File: config.mk
export PLATFORM = sky130hd
export DESIGN_NAME = uart_rx_fc
export DESIGN_NICKNAME = d
export VERILOG_FILES = /design/src/rtl/rxfc_pkg.sv /design/src/rtl/rxfc_sync.sv /design/src/rtl/rxfc_deser.sv /design/src/rtl/rxfc_fifo.sv /design/src/rtl/uart_rx_fc.sv
export SDC_FILE = /design/constraint.sdc
export NUM_CORES = 1
export LEC_CHECK = 0
export BUFFER_PORTS_ARGS = -buffer_cell sky130_fd_sc_hd__buf_2
export CORE_MARGIN = 2
export CORE_UTILIZATION = 49
export CTS_BUF_LIST = sky130_fd_sc_hd__clkbuf_8 sky130_fd_sc_hd__clkbuf_16
export CTS_CLUSTER_DIAMETER = 30
export DETAILED_ROUTE_END_ITERATION = 7
export HOLD_SLACK_MARGIN = 0.15
export PLACE_DENSITY = 0.67
export SETUP_SLACK_MARGIN = 0.3
export SLEW_MARGIN = 20
export SYNTH_ARGS = -nofsm -noshare
export SYNTH_HDL_FRONTEND = slang
export SYNTH_SLANG_ARGS = --single-unit
File: constraint.sdc
create_clock -name clk -period 2.7 [get_ports clk]
set_clock_uncertainty 0.05 [all_clocks]
set_input_delay 0.135 -clock clk [delete_from_list [all_inputs] [get_ports clk]]
set_output_delay 0.135 -clock clk [all_outputs]
set_load 0.05 [all_outputs]
File: src/rtl/rxfc_pkg.sv
package rxfc_pkg;

    typedef enum logic [2:0] {
        RX_HUNT,
        RX_START,
        RX_DATA,
        RX_PAR,
        RX_STOP,
        RX_FWAIT,
        RX_BWAIT
    } rx_state_e;

    typedef struct packed {
        logic [7:0] data;
        logic       perr;
        logic       ferr;
        logic       oerr;
        logic       brk;
    } rx_entry_t;

    localparam logic [1:0] PAR_EVEN = 2'b01;
    localparam logic [1:0] PAR_ODD  = 2'b10;

endpackage

File: src/rtl/rxfc_sync.sv
module rxfc_sync #(
    parameter int STAGES = 2
) (
    input  logic clk,
    input  logic rst_n,
    input  logic d_i,
    output logic q_o
);

    typedef struct packed {
        logic [STAGES-1:0] sh;
    } sync_s;

    sync_s s_d, s_q;

    always_comb begin
        s_d    = s_q;
        s_d.sh = {s_q.sh[STAGES-2:0], d_i};
    end

    always_ff @(posedge clk or negedge rst_n) begin
        if (!rst_n) s_q.sh <= '1;
        else        s_q    <= s_d;
    end

    assign q_o = s_q.sh[STAGES-1];

endmodule

File: src/rtl/rxfc_deser.sv
module rxfc_deser
    import rxfc_pkg::*;
#(
    parameter int OVS = 16,
    localparam int HALF = OVS / 2,
    localparam int CW   = $clog2(OVS)
) (
    input  logic       clk,
    input  logic       rst_n,
    input  logic       en_i,
    input  logic       tick_i,
    input  logic       line_i,
    input  logic [1:0] char_len_i,
    input  logic [1:0] par_mode_i,
    output logic       push_o,
    output rx_entry_t  ent_o
);

    typedef struct packed {
        rx_state_e   st;
        logic [CW-1:0] tcnt;
        logic [2:0]  bidx;
        logic [7:0]  data;
        logic        pbit;
        logic        prev;
        logic        push;
        rx_entry_t   ent;
    } deser_s;

    deser_s q, n;

    logic par_en;
    logic last_bit;
    logic par_calc;
    logic brk_hit;
    logic at_bit;
    logic at_half;

    always_comb begin
        par_en   = (par_mode_i == PAR_EVEN) || (par_mode_i == PAR_ODD);
        last_bit = (q.bidx == (3'd4 + {1'b0, char_len_i}));
        par_calc = (^q.data) ^ (par_mode_i == PAR_ODD);
        brk_hit  = !line_i && (q.data == 8'd0) && (!par_en || !q.pbit);
        at_bit   = (q.tcnt == CW'(OVS - 1));
        at_half  = (q.tcnt == CW'(HALF - 1));

        n      = q;
        n.push = 1'b0;

        if (!en_i) begin
            n.st   = RX_HUNT;
            n.tcnt = '0;
        end else if (tick_i) begin
            n.prev = line_i;
            unique case (q.st)
                RX_HUNT: begin
                    if (q.prev && !line_i) begin
                        n.st   = RX_START;
                        n.tcnt = CW'(1);
                    end
                end
                RX_START: begin
                    if (line_i) begin
                        n.st = RX_HUNT;
                    end else if (at_half) begin
                        n.st   = RX_DATA;
                        n.tcnt = '0;
                        n.bidx = '0;
                        n.data = '0;
                        n.pbit = 1'b0;
                    end else begin
                        n.tcnt = q.tcnt + 1'b1;
                    end
                end
                RX_DATA: begin
                    if (at_bit) begin
                        n.tcnt         = '0;
                        n.data[q.bidx] = line_i;
                        if (last_bit) n.st = par_en ? RX_PAR : RX_STOP;
                        else          n.bidx = q.bidx + 1'b1;
                    end else begin
                        n.tcnt = q.tcnt + 1'b1;
                    end
                end
                RX_PAR: begin
                    if (at_bit) begin
                        n.tcnt = '0;
                        n.pbit = line_i;
                        n.st   = RX_STOP;
                    end else begin
                        n.tcnt = q.tcnt + 1'b1;
                    end
                end
                RX_STOP: begin
                    if (at_bit) begin
                        n.tcnt       = '0;
                        n.push       = 1'b1;
                        n.ent.data   = q.data;
                        n.ent.oerr   = 1'b0;
                        n.ent.perr   = par_en && (q.pbit != par_calc);
                        if (line_i) begin
                            n.ent.ferr = 1'b0;
                            n.ent.brk  = 1'b0;
                            n.st       = RX_HUNT;
                        end else if (brk_hit) begin
                            n.ent.data = 8'd0;
                            n.ent.perr = 1'b0;
                            n.ent.ferr = 1'b0;
                            n.ent.brk  = 1'b1;
                            n.st       = RX_BWAIT;
                        end else begin
                            n.ent.ferr = 1'b1;
                            n.ent.brk  = 1'b0;
                            n.st       = RX_FWAIT;
                        end
                    end else begin
                        n.tcnt = q.tcnt + 1'b1;
                    end
                end
                RX_FWAIT: begin
                    if (line_i) begin
                        n.st = RX_HUNT;
                    end else if (at_half) begin
                        n.st   = RX_START;
                        n.tcnt = '0;
                    end else begin
                        n.tcnt = q.tcnt + 1'b1;
                    end
                end
                RX_BWAIT: begin
                    if (line_i) n.st = RX_HUNT;
                end
                default: n.st = RX_HUNT;
            endcase
        end
    end

    always_ff @(posedge clk or negedge rst_n) begin
        if (!rst_n) begin
            q      <= '0;
            q.st   <= RX_HUNT;
            q.prev <= 1'b1;
        end else begin
            q <= n;
        end
    end

    assign push_o = q.push;
    assign ent_o  = q.ent;


    dis_hunt_chk: assert property (@(posedge clk) disable iff (!rst_n)
        !en_i |=> q.st == RX_HUNT);


    push_tick_chk: assert property (@(posedge clk) disable iff (!rst_n)
        q.push |-> $past(tick_i));


    ferr_brk_chk: assert property (@(posedge clk) disable iff (!rst_n)
        q.push |-> !(q.ent.ferr && q.ent.brk));


    short_pad_chk: assert property (@(posedge clk) disable iff (!rst_n)
        (n.push && char_len_i == 2'b00) |=> q.ent.data[7:5] == 3'b000);

endmodule

File: src/rtl/rxfc_fifo.sv
module rxfc_fifo
    import rxfc_pkg::*;
#(
    parameter int DEPTH = 3,
    localparam int CNTW = $clog2(DEPTH + 1)
) (
    input  logic      clk,
    input  logic      rst_n,
    input  logic      push_i,
    input  rx_entry_t ent_i,
    input  logic      pop_i,
    output rx_entry_t head_o,
    output logic      rdy_o,
    output logic      full_o,
    output logic      ovf_o
);

    typedef struct packed {
        rx_entry_t [DEPTH-1:0] mem;
        logic [CNTW-1:0]       cnt;
    } fifo_s;

    fifo_s q, n;

    logic            do_pop;
    logic            is_full;
    logic [CNTW-1:0] c;

    assign is_full = (q.cnt == CNTW'(DEPTH));
    assign do_pop  = pop_i && (q.cnt != '0);
    assign ovf_o   = push_i && !do_pop && is_full;

    always_comb begin
        n = q;
        c = q.cnt;
        if (do_pop) begin
            for (int i = 0; i < DEPTH - 1; i++) n.mem[i] = q.mem[i+1];
            c = c - 1'b1;
        end
        if (push_i) begin
            if (c < CNTW'(DEPTH)) begin
                for (int i = 0; i < DEPTH; i++) begin
                    if (CNTW'(i) == c) n.mem[i] = ent_i;
                end
                c = c + 1'b1;
            end else begin
                n.mem[DEPTH-1].oerr = 1'b1;
            end
        end
        n.cnt = c;
    end

    always_ff @(posedge clk or negedge rst_n) begin
        if (!rst_n) q <= '0;
        else        q <= n;
    end

    assign head_o = q.mem[0];
    assign rdy_o  = (q.cnt != '0);
    assign full_o = is_full;


    cnt_bound_chk: assert property (@(posedge clk) disable iff (!rst_n)
        q.cnt <= CNTW'(DEPTH));


    empty_pop_chk: assert property (@(posedge clk) disable iff (!rst_n)
        (pop_i && q.cnt == '0 && !push_i) |=> q.cnt == '0);


    ovf_keep_chk: assert property (@(posedge clk) disable iff (!rst_n)
        ovf_o |=> (q.cnt == CNTW'(DEPTH)) && (q.mem[0].data == $past(q.mem[0].data)));


    swap_full_chk: assert property (@(posedge clk) disable iff (!rst_n)
        (push_i && pop_i && is_full) |=> (q.cnt == CNTW'(DEPTH)) && !q.mem[DEPTH-1].oerr);

endmodule

File: src/rtl/uart_rx_fc.sv
module uart_rx_fc
    import rxfc_pkg::*;
#(
    parameter int OVS   = 16,
    parameter int DEPTH = 3,
    parameter int SYNC  = 2
) (
    input  logic       clk,
    input  logic       rst_n,
    input  logic       rx_i,
    input  logic       tick16_i,
    input  logic       rx_en_i,
    input  logic [1:0] char_len_i,
    input  logic [1:0] par_mode_i,
    input  logic       rd_i,
    input  logic       rts_set_i,
    output logic       rdy_o,
    output logic       ffull_o,
    output logic [7:0] data_o,
    output logic       perr_o,
    output logic       ferr_o,
    output logic       oerr_o,
    output logic       brk_o,
    output logic       rts_o
);

    logic      line_s;
    logic      push;
    logic      ovf;
    rx_entry_t ent;
    rx_entry_t head;

    rxfc_sync #(.STAGES(SYNC)) u_sync (
        .clk   (clk),
        .rst_n (rst_n),
        .d_i   (rx_i),
        .q_o   (line_s)
    );

    rxfc_deser #(.OVS(OVS)) u_deser (
        .clk        (clk),
        .rst_n      (rst_n),
        .en_i       (rx_en_i),
        .tick_i     (tick16_i),
        .line_i     (line_s),
        .char_len_i (char_len_i),
        .par_mode_i (par_mode_i),
        .push_o     (push),
        .ent_o      (ent)
    );

    rxfc_fifo #(.DEPTH(DEPTH)) u_fifo (
        .clk    (clk),
        .rst_n  (rst_n),
        .push_i (push),
        .ent_i  (ent),
        .pop_i  (rd_i),
        .head_o (head),
        .rdy_o  (rdy_o),
        .full_o (ffull_o),
        .ovf_o  (ovf)
    );

    typedef struct packed {
        logic rts;
    } flow_s;

    flow_s f_d, f_q;

    always_comb begin
        f_d = f_q;
        if (rts_set_i) f_d.rts = 1'b1;
        if (ovf)       f_d.rts = 1'b0;
    end

    always_ff @(posedge clk or negedge rst_n) begin
        if (!rst_n) f_q <= '0;
        else        f_q <= f_d;
    end

    assign rts_o  = f_q.rts;
    assign data_o = head.data;
    assign perr_o = head.perr;
    assign ferr_o = head.ferr;
    assign oerr_o = head.oerr;
    assign brk_o  = head.brk;


    rts_drop_chk: assert property (@(posedge clk) disable iff (!rst_n)
        ovf |=> !rts_o);


    rts_raise_chk: assert property (@(posedge clk) disable iff (!rst_n)
        (rts_set_i && !ovf) |=> rts_o);


    full_rdy_chk: assert property (@(posedge clk) disable iff (!rst_n)
        ffull_o |-> rdy_o);

endmodule

==> run metrics, run 1 <==
run status finished, final reports clean; # rows 31; ys flop type dfrtp_1; commonest non-fill, non-tap cell in the layout dfrtp_1; Worst Hold End u_deser.q[25]; CTS max path bufs 2; drt total wl ~6.9 mm; Slew @ Worst Pin between 0.5 and 0.6 ns; cells after synthesis roughly 400; DP Wirelength between 4 and 5 mm; PortBufs 25; Netlist cell types 54; width of the die about 91 µm; nets 436; ant diodes 0; complex-gate fraction of the synthesized area 0.152; CTS sink count 73; Fillers between 600 and 700; post-synthesis mux area share 0.0451; top cell type by total area after synthesis dfrtp_1; detail-routed via count per cell about 5.4; MaxCap Viol Count 0; GRT Residual Overflow 0; YS warnings 0; Core Region approximately 0.0073 mm²; Pins Over Slew Limit 0; FF-to-FF path depth 7; Placed Area just under 0.004 mm²; Die Area 0.00836 mm²; Critical path buffers and inverters 2; Syn Nets roughly 420; area share of and/or/nand/nor cells after synthesis 0.205; FF+latch area 0.00183 mm²; vias in the first global route about 2600; CP startpoint u_deser.q[30]; CP max-delay cell dlygate4sd3_1; clock latency on the worst-skew pair 0.35 ns; routed wire length per instance around 13 µm; most frequent cells in the layout 67 x dfrtp_1, 59 x nand2_1, 34 x nor2_1, 26 x a31oi_1, 25 x buf_2; multi-input logic area between 0.0015 and 0.002 mm²; largest family of logic cells by synthesized area simple AND/OR/NAND/NOR gates; P per Cell Area a little over 600 mW/mm²; final setup vio count 0; CTS buffer count 9; Seq/Total Area, Yosys 0.489; CP max stage delay between 0.5 and 0.6 ns; total leakage power ~2.0 nW; largest net degree at the start of global routing 74; clk slew on worst S/H paths about 0.080 ns; CP Cell Sequence buf_4 -> a21o_1 -> a221oi_4 -> nand3b_1 -> a21oi_1 -> o21a_1 -> dlygate4sd3_1; Final ANT Viol Nets 0; CTS tree built; Inst Count DP between 400 and 500; RSZ-0062 raised after global routing false; Crit path max-delay family compound AO/OA/AOI/OAI gates; Cell Count, Final, Fillers Out 520; Synth Area per Inst 9.44 µm²; via count ~2800; flops & latches, synth between 70 and 80; reg2reg setup slack 0.44 ns; area added between synthesis and finish 11.9%; H-tree depth 3; crit path launch type flop; Design Area, Final 0.00419 mm²; Critical Path Sink Type flop; asr flop ratio synth 1.00; reg2reg start u_deser.q[30]; CP arrival ~2.5 ns; final hold violation count 0; Initial DRC Count 99; critical path start-end classification flop to flop; VDD IR max between 0.2 and 0.25 mV; postcts setup bufs 0; detailed-route DRC error count 0; 1st-pass router iterations 5; final worst path period share 0.838; Mapped Area between 0.003 and 0.004 mm²; Hold Crit Class input pin to flop; Fin Setup TNS 0 ns; share of cells above drive strength 1 0.178; Post-synth EDFFs 0; fraction of synthesized cell area in xor and xnor cells 0.0187; total I/O pin count 26; Root Buffer clkbuf_8; min-delay src char_len_i[1]; Tot GR Track Use 0.176; Period minus WS final 2.26 ns; Placer Congestion 0.815; Synth Area in Adders 0.0301; initial antenna violation count 0; worst r2r dst u_deser.q[28]; Fmax ~0.44 GHz; die height between 90 and 100 µm; first-pass GRT wire length approximately 12 mm; initial core utilization 0.511; Area contributors post-synth dfrtp_1 47%, nand2_1 5.9%, a31oi_1 4.3%, nor2_1 3.4%, mux2_2 3.3%; Slew HR 0.607; Final Util 0.572; WP data required between 2 and 3 ns; CP Max Fanout 11; hold path cells 5; Yosys top cell area share 0.468
==> metal layers <==
metal	vias up	routed length (µm)	track usage
li1	1429	-	-
met1	1294	3360	0.244
met2	57	3160	0.276
met3	11	220	0.0274
met4	0	121	0.0720
met5	-	0	0
==> metrics by stage <==
stage                     worst slack, ns  total power, mW  hold WS, ns
final                               0.437             2.53        0.246
after global routing                0.333             2.67        0.296
after CTS                           0.327             2.55        0.242
after detailed placement            0.475             1.67        0.149
after global placement              0.565             1.66        0.146
after floorplan                     0.619             1.55       -0.211
==> how the worst max path moves through the flow <==
| stage | cells after the start | end |
|---|---|---|
| final | 7 | u_deser.q[28] |
| after floorplan | 8 | u_fifo.q[28] |
| after global routing | 6 | u_deser.q[17] |
| after detailed placement | 5 | u_deser.q[25] |
| after global placement | 5 | u_deser.q[25] |
| after CTS | 7 | u_deser.q[28] |
==> worst reg2reg max path, stage by stage, from the launching register on <==
cell,delay (ns)
dfrtp_2,0.46
buf_4,0.20
a21o_1,0.19
a221oi_4,0.37
nand3b_1,0.12
a21oi_1,0.16
o21a_1,0.11
dlygate4sd3_1,0.54
==> sequential cells by signal (all words and copies together) (netlist names) <==
signal / flops
rts_o: 1
u_deser.ent_o: 11
u_deser.q: 20
u_deser.push_o: 1
u_fifo.head_o: 12
u_fifo.q: 26
u_sync.s_q: 2
==> synthesized netlist by cell type (2+ instances only) <==
library cell and count:
o21a_1 3, o21ai_0 5, nand2b_1 9, a21boi_1 2, clkbuf_1 13, a211o_1 3, inv_1 19, nor2b_1 5
and3_1 4, nor2_1 34, dfrtp_1 70, ha_1 9, nand2_1 59, a31oi_1 26, a21o_1 2, dfstp_2 3
mux2_2 11, buf_2 7, or3b_1 2, mux2_4 3, buf_1 3, a21oi_1 8, or4_1 8, nand4_1 2
o21ai_1 12, buf_4 8, and3b_1 2, a22oi_1 2, a21boi_0 3, xnor2_1 8, nor3_1 6, a22o_1 10
nand3_1 15
==> timing repair <==
item / in CTS / in global routing
hold endpoints to repair: 80 / 0
endpoints found under the setup margin: 0 / 7
resized for setup: 0 / 4
hold buffers: 6 / 0
==> layout make-up <==
type,count,area share
multi-input combinational,274,0.406
sequential,73,0.438
inverter,19,0.0170
clock buffer,9,0.0296
clock inverter,7,0.0185
tap,99,0.0296
timing repair buffer,39,0.0615
==> report_power, final <==
part	switching, mW	internal [mW]
Clock	0.436	0.435
Combinational	0.308	0.163
Sequential	0.0470	1.14
Total	0.791	1.74
==> cell families after synthesis <==
logic type	Yosys count
adders and majority gates	9
xor gates and xnor gates	8
and+or+nand+nor	158
AOI/OAI and AO/OA	85
muxes	14
DFF	73
buffers and inverters	50
(Power assumes the default switching activity.)
==> inputs of run 2 (changes only) <==
Settings changed: ABC_AREA from default to 1.
Clock period 2.7 ns to 2.2 ns, I/O delays scaled along.
==> run metrics, run 2 <==
Critical Path Sink Type flop (unchanged); Fmax 0.549 GHz (was 0.442 GHz); final setup vio count 0 (unchanged); # rows 33 (was 31); ys flop type dfrtp_1 (unchanged); Die Area 0.00922 mm² (was 0.00836 mm²); RSZ-0062 raised after global routing false (unchanged); VDD IR max 0.453 mV (was 0.217 mV); GRT Residual Overflow 0 (unchanged); clock latency on the worst-skew pair 0.35 ns (about the same); routed wire length per instance 13.0 µm (was 13.2 µm); crit path launch type flop (unchanged); final worst path period share 0.828 (was 0.838); Psw 1.79 mW (was 791 µW); CP Max Fanout 11 (unchanged); detailed-route DRC error count 0 (unchanged); run status finished, final reports clean (unchanged); Initial DRC Count 114 (was 99); flops & latches, synth 73 (unchanged); nets 571 (was 436); Slew HR 0.379 (was 0.607); Synth Area per Inst 7.89 µm² (was 9.44 µm²); top cell type by total area after synthesis dfrtp_1 (unchanged); Mapped Area 0.00415 mm² (was 0.00375 mm²); DP Wirelength 5.55 mm (was 4.62 mm); largest net degree at the start of global routing 74 (unchanged); YS warnings 0 (unchanged); most frequent cells in the layout 174 x nand2_1, 69 x dfrtp_1, 63 x inv_1, 32 x nor2_1, 24 x buf_2 (was 67 x dfrtp_1, 59 x nand2_1, 34 x nor2_1, 26 x a31oi_1, 25 x buf_2); sw frac 0.391 (was 0.313); clk slew on worst S/H paths 0.08 ns (about the same); vias in the first global route 3141 (was 2631); clock group share of total power 0.255 (was 0.344); Final WS setup 0.377 ns (was 0.437 ns); asr flop ratio synth 1.00 (unchanged); drt total wl 8.57 mm (was 6.86 mm); Fillers 786 (was 646); initial core utilization 0.505 (was 0.511); total power 4.59 mW (was 2.53 mW); Pint 2.80 mW (was 1.74 mW); Core Region 0.00822 mm² (was 0.00733 mm²); Hold Crit Class input pin to flop (unchanged); CTS tree built (unchanged); share of cells above drive strength 1 0.184 (was 0.178); commonest non-fill, non-tap cell in the layout nand2_1 (was dfrtp_1); via count 3365 (was 2791); Final ANT Viol Nets 0 (unchanged); initial antenna violation count 0 (unchanged); area added between synthesis and finish 11.3% (was 11.9%); P per Cell Area 994 mW/mm² (was 603 mW/mm²); Fin Setup TNS 0 ns (unchanged); ant diodes 0 (unchanged); CTS sink count 73 (unchanged); Period minus WS final 1.82 ns (was 2.26 ns); 1st-pass router iterations 4 (was 5); Netlist cell types 41 (was 54); detail-routed via count per cell 5.10 (was 5.37); total I/O pin count 26 (unchanged); CTS max path bufs 2 (unchanged); PortBufs 25 (unchanged); Largest register FFs 26 (unchanged); Cell Count, Final, Fillers Out 660 (was 520); Placed Area 0.00424 mm² (was 0.00392 mm²); top cells by count, synth 175 x nand2_1, 70 x dfrtp_1, 62 x inv_1 (was 70 x dfrtp_1, 59 x nand2_1, 34 x nor2_1); Placer Congestion 0.828 (was 0.815); cells after synthesis 526 (was 397); first-pass GRT wire length 14.3 mm (was 12.1 mm); WP data required 2.38 ns (was 2.93 ns); Syn Nets 546 (was 417); Reg with most FFs u_fifo.q (unchanged); H-tree depth 3 (unchanged); Inst Count DP 633 (was 498); Area contributors post-synth dfrtp_1 42%, nand2_1 16%, inv_1 5.6%, o21ai_2 3.2%, nor2_1 3.0% (was dfrtp_1 47%, nand2_1 5.9%, a31oi_1 4.3%, nor2_1 3.4%, mux2_2 3.3%); WHS 0.201 ns (was 0.246 ns); Pins Over Slew Limit 0 (unchanged); Final Util 0.562 (was 0.572); Design Area, Final 0.00462 mm² (was 0.00419 mm²); MaxCap Viol Count 0 (unchanged); final hold violation count 0 (unchanged); total leakage power 2.41 nW (was 1.96 nW); Tot GR Track Use 0.199 (was 0.176); Yosys top cell area share 0.422 (was 0.468); most instantiated library cell after synthesis nand2_1 (was dfrtp_1); Reg power frac 0.380 (was 0.469); Seq/Total Area, Yosys 0.441 (was 0.489); critical path start-end classification flop to flop (unchanged); Combinational Power Share 0.365 (was 0.187); CP arrival 2.00 ns (was 2.50 ns); reg2reg setup slack 0.38 ns (was 0.44 ns); Slew @ Worst Pin 0.931 ns (was 0.582 ns); Root Buffer clkbuf_8 (unchanged); die height 96.0 µm (was 91.4 µm); Place WS 0.140 ns (was 0.475 ns); width of the die 96.0 µm (was 91.4 µm); CTS buffer count 9 (unchanged); Post-synth EDFFs 0 (unchanged)
run 2: path summary, 6_finish.rpt:
kind / cells past startpoint / start / end
worst max-delay path: 10 / u_fifo.q[1] / u_fifo.q[37]
worst min-delay path: 5 / par_mode_i[1] / u_deser.ent_o[3]
worst max register to register: 10 / u_fifo.q[1] / u_fifo.q[37]
worst min register to register: 0 / u_sync.s_q[0] / u_sync.s_q[1]
max in group asynchronous: 2 / rst_n / u_fifo.q[0]
min in group asynchronous: 2 / rst_n / u_fifo.q[1]
run 2: cells by family (layout without fill, tap and decap cells):
kind of cell | after synthesis | in the layout | share of synthesized area
xor+xnor | 5 | 5 | 0.0151
fa+ha+maj | 9 | 9 | 0.0271
buf+inv | 98 | 125 | 0.116
simple gates | 256 | 258 | 0.271
flops | 73 | 73 | 0.441
compound gates | 85 | 85 | 0.130
run 2: area by class of cell:
cell class                      count  area (µm²)  share of cell area
Clock buffer                       10         138              0.0298
Clock inverter                      5        80.1              0.0173
Inverter                           69         265              0.0575
Multi-Input combinational cell    357        1890               0.409
Sequential cell                    73        1840               0.398
Tap cell                          105         131              0.0285
Timing Repair Buffer               41         279              0.0605
run 2: power groups by stage:
stage	Clock [mW]	Sequential [mW]	Combinational (mW)
after floorplan	0	1.85	1.17
after global placement	0	1.77	1.43
after detailed placement	0	1.78	1.45
after CTS	1.20	1.76	1.48
after global routing	1.26	1.77	1.85
final	1.17	1.74	1.68
run 2: repair_timing:
item                                   in CTS  in global routing
hold buffers                                5                  1
setup endpoints to repair                  24                 35
gates resized for setup                     3                  6
pin swaps                                   1                  2
cloned                                      0                  2
buffers inserted                            0                  4
endpoints found under the hold margin      77                  1
run 2: metal layers:
| metal | routed length (µm) | vias to the layer above | global-route usage | part of all wire |
|---|---|---|---|---|
| met4 | 102 | 0 | 0.0500 | 0.012 |
| met5 | 0 | - | 0 | 0 |
| met3 | 303 | 9 | 0.0446 | 0.035 |
| li1 | - | 1712 | - | - |
| met1 | 4040 | 1576 | 0.253 | 0.47 |
| met2 | 4130 | 68 | 0.342 | 0.48 |
run 2: worst max-delay path, stage by stage (launching register included):
cell     delay (ns)
dfrtp_1        0.36
inv_1          0.06
ha_1           0.21
inv_4          0.07
nand2_4        0.08
nand2_1        0.13
o21ai_4        0.10
nor2_2         0.24
nand2_2        0.24
nand2_1        0.11
o21ai_1        0.06
==> inputs of run 3 (changes only) <==
Clock period 2.2 ns to 1.7 ns, I/O delays scaled along.
==> run metrics, run 3 (synthesized netlist as in run 2, its figures left out) <==
CP Cell Sequence inv_2 -> ha_4 -> inv_2 -> o21ai_4 -> inv_2 -> nor3_4 -> buf_6 -> clkbuf_16 -> nand2_4 -> o21ai_2 (was inv_1 -> ha_1 -> inv_4 -> nand2_4 -> nand2_1 -> o21ai_4 -> nor2_2 -> nand2_2 -> nand2_1 -> o21ai_1); metal1 wirelength 4.55 mm (was 4.04 mm); Placed Area 0.00451 mm² (was 0.00424 mm²); commonest non-fill, non-tap cell in the layout nand2_1 (unchanged); RSZ-0062 raised after global routing true (was false); Pins Over Slew Limit 0 (unchanged); Critical path buffers and inverters 5 (was 2); Final ANT Viol Nets 0 (unchanged); CTS hold repair buffers 6 (was 5); routed wire length per instance 14.3 µm (was 13.0 µm); detailed-route DRC error count 0 (unchanged); initial antenna violation count 0 (unchanged); Slew @ Worst Pin 0.434 ns (was 0.931 ns); CP Max Fanout 6 (was 11); CTS tree built (unchanged); top sig layer met4 (unchanged); CP arrival 1.91 ns (was 2.00 ns); Reg with most FFs u_fifo.q (unchanged); met2 WL 5.02 mm (was 4.13 mm); Setup crit end u_fifo.q[14] (was u_fifo.q[37]); 1st-pass router iterations 4 (unchanged); FF-to-FF path depth 10 (unchanged); most frequent cells in the layout 145 x nand2_1, 67 x dfrtp_1, 48 x inv_1, 29 x o21ai_1, 27 x buf_4 (was 174 x nand2_1, 69 x dfrtp_1, 63 x inv_1, 32 x nor2_1, 24 x buf_2); cell seen most often among critical-path stages inv_2 (was nand2_1); CP max stage delay 0.37 ns (was 0.36 ns); Critical Path Sink Type flop (unchanged); Slew HR 0.710 (was 0.379); reg2reg setup slack 0.02 ns (was 0.38 ns); Period minus WS final 1.68 ns (was 1.82 ns); final hold violation count 0 (unchanged); width of the die 96.0 µm (unchanged); WP depth 10 (unchanged); Tot GR Track Use 0.215 (was 0.199); share of cells above drive strength 1 0.378 (was 0.184); WHS 0.129 ns (was 0.201 ns); MaxCap Viol Count 0 (unchanged); area added between synthesis and finish 35.0% (was 11.3%); clk slew on worst S/H paths 0.08 ns (about the same); CP startpoint u_fifo.q[1] (unchanged); VDD IR max 0.533 mV (was 0.453 mV); nets 611 (was 571); Root Buffer clkbuf_8 (unchanged); P per Cell Area 1110 mW/mm² (was 994 mW/mm²); CTS sink count 73 (unchanged); Design Area, Final 0.00560 mm² (was 0.00462 mm²); run status finished, final reports clean (unchanged); reg2reg start u_fifo.q[1] (unchanged); PortBufs 25 (unchanged); DP Wirelength 6.04 mm (was 5.55 mm); total I/O pin count 26 (unchanged); crit path launch type flop (unchanged); via count 3610 (was 3365); Die Area 0.00922 mm² (unchanged); CTS max path bufs 2 (unchanged); Crit path max-delay family buffers and inverters (was simple AND/OR/NAND/NOR gates); largest net degree at the start of global routing 45 (was 74); met3 WL 334 µm (was 303 µm); H-tree depth 3 (unchanged); WP data required 1.92 ns (was 2.38 ns); clock latency on the worst-skew pair 0.35 ns (about the same); total leakage power 2.77 nW (was 2.41 nW); detail-routed via count per cell 5.15 (was 5.10); Largest register FFs 26 (unchanged); Initial DRC Count 178 (was 114); CP max-delay cell dfrtp_1 (unchanged); # rows 33 (unchanged); GRT Residual Overflow 0 (unchanged); vias in the first global route 3315 (was 3141); critical path start-end classification flop to flop (unchanged); initial core utilization 0.505 (unchanged); CTS buffer count 9 (unchanged); Placer Congestion 0.853 (was 0.828); Fmax 0.593 GHz (was 0.549 GHz); Hold Crit Class input pin to flop (unchanged); die height 96.0 µm (unchanged); final setup vio count 0 (unchanged); ant diodes 0 (unchanged); drt total wl 10.1 mm (was 8.57 mm); first-pass GRT wire length 15.6 mm (was 14.3 mm); final worst path period share 0.991 (was 0.828); worst r2r dst u_fifo.q[14] (was u_fifo.q[37]); Core Region 0.00822 mm² (unchanged)
## run 3: what timing repair did
action,in CTS,in global routing
setup endpoints to repair,68,72
gates cloned,2,4
gates resized for setup,45,84
hold endpoints to repair,84,1
pin swaps,23,33
buffers inserted,19,9
## run 3: worst min path at each step
| stage | startpoint | end | slack (ns) | depth (start not counted) |
|---|---|---|---|---|
| after detailed placement | rst_n | u_fifo.q[1] | 0.01 | 1 |
| after global placement | rst_n | u_fifo.q[1] | 0.01 | 1 |
| after global routing | rd_i | u_fifo.q[1] | 0.14 | 4 |
| final | rd_i | u_fifo.q[1] | 0.13 | 4 |
| after CTS | rd_i | u_fifo.q[1] | 0.11 | 4 |
| after floorplan | rst_n | rts_o | -0.26 | 0 |
## run 3: final cells by class
cell class,instances,area [µm²]
Timing Repair Buffer,82,808
Tap cell,105,131
Clock inverter,6,87.6
Sequential cell,73,1830
Multi-Input combinational cell,356,2310
Clock buffer,10,138
Fill cell,649,2620
Inverter,69,290
## run 3: worst min-delay path, stage by stage
cell and delay (ns):
buf_2 0.13, nand2_8 0.10, o21ai_4 0.08, o21ai_0 0.09
## run 3: where the power goes
group / internal (mW) / leakage, nW / total (mW) / switching [mW]
Clock: 0.873 / 0.117 / 1.57 / 0.700
Sequential: 2.06 / 0.842 / 2.26 / 0.197
Combinational: 0.830 / 1.81 / 2.37 / 1.54
Total: 3.76 / 2.77 / 6.20 / 2.44
## run 3: metrics by stage
step | std cells | setup TNS (ns) | total power, mW | util | setup slack, ns
6_report | 701 | 0 | 6.20 | 0.682 | 0.0150
3_3_place_gp | 645 | 0 | 4.30 | 0.549 | 0.0377
4_1_cts | 688 | 0 | 6.06 | 0.622 | 0.0428
2_1_floorplan | 526 | -0.443 | 4.00 | - | -0.0468
3_5_place_dp | 645 | -0.146 | 4.35 | 0.549 | -0.0333
5_1_grt | 701 | -0.861 | 6.59 | 0.682 | -0.0698
## run 3: routing by layer
metal / global-route usage / vias up
met2: 0.358 / 87
met4: 0.0667 / 0
met3: 0.0282 / 17
met1: 0.293 / 1715
met5: 0 / -
li1: - / 1791
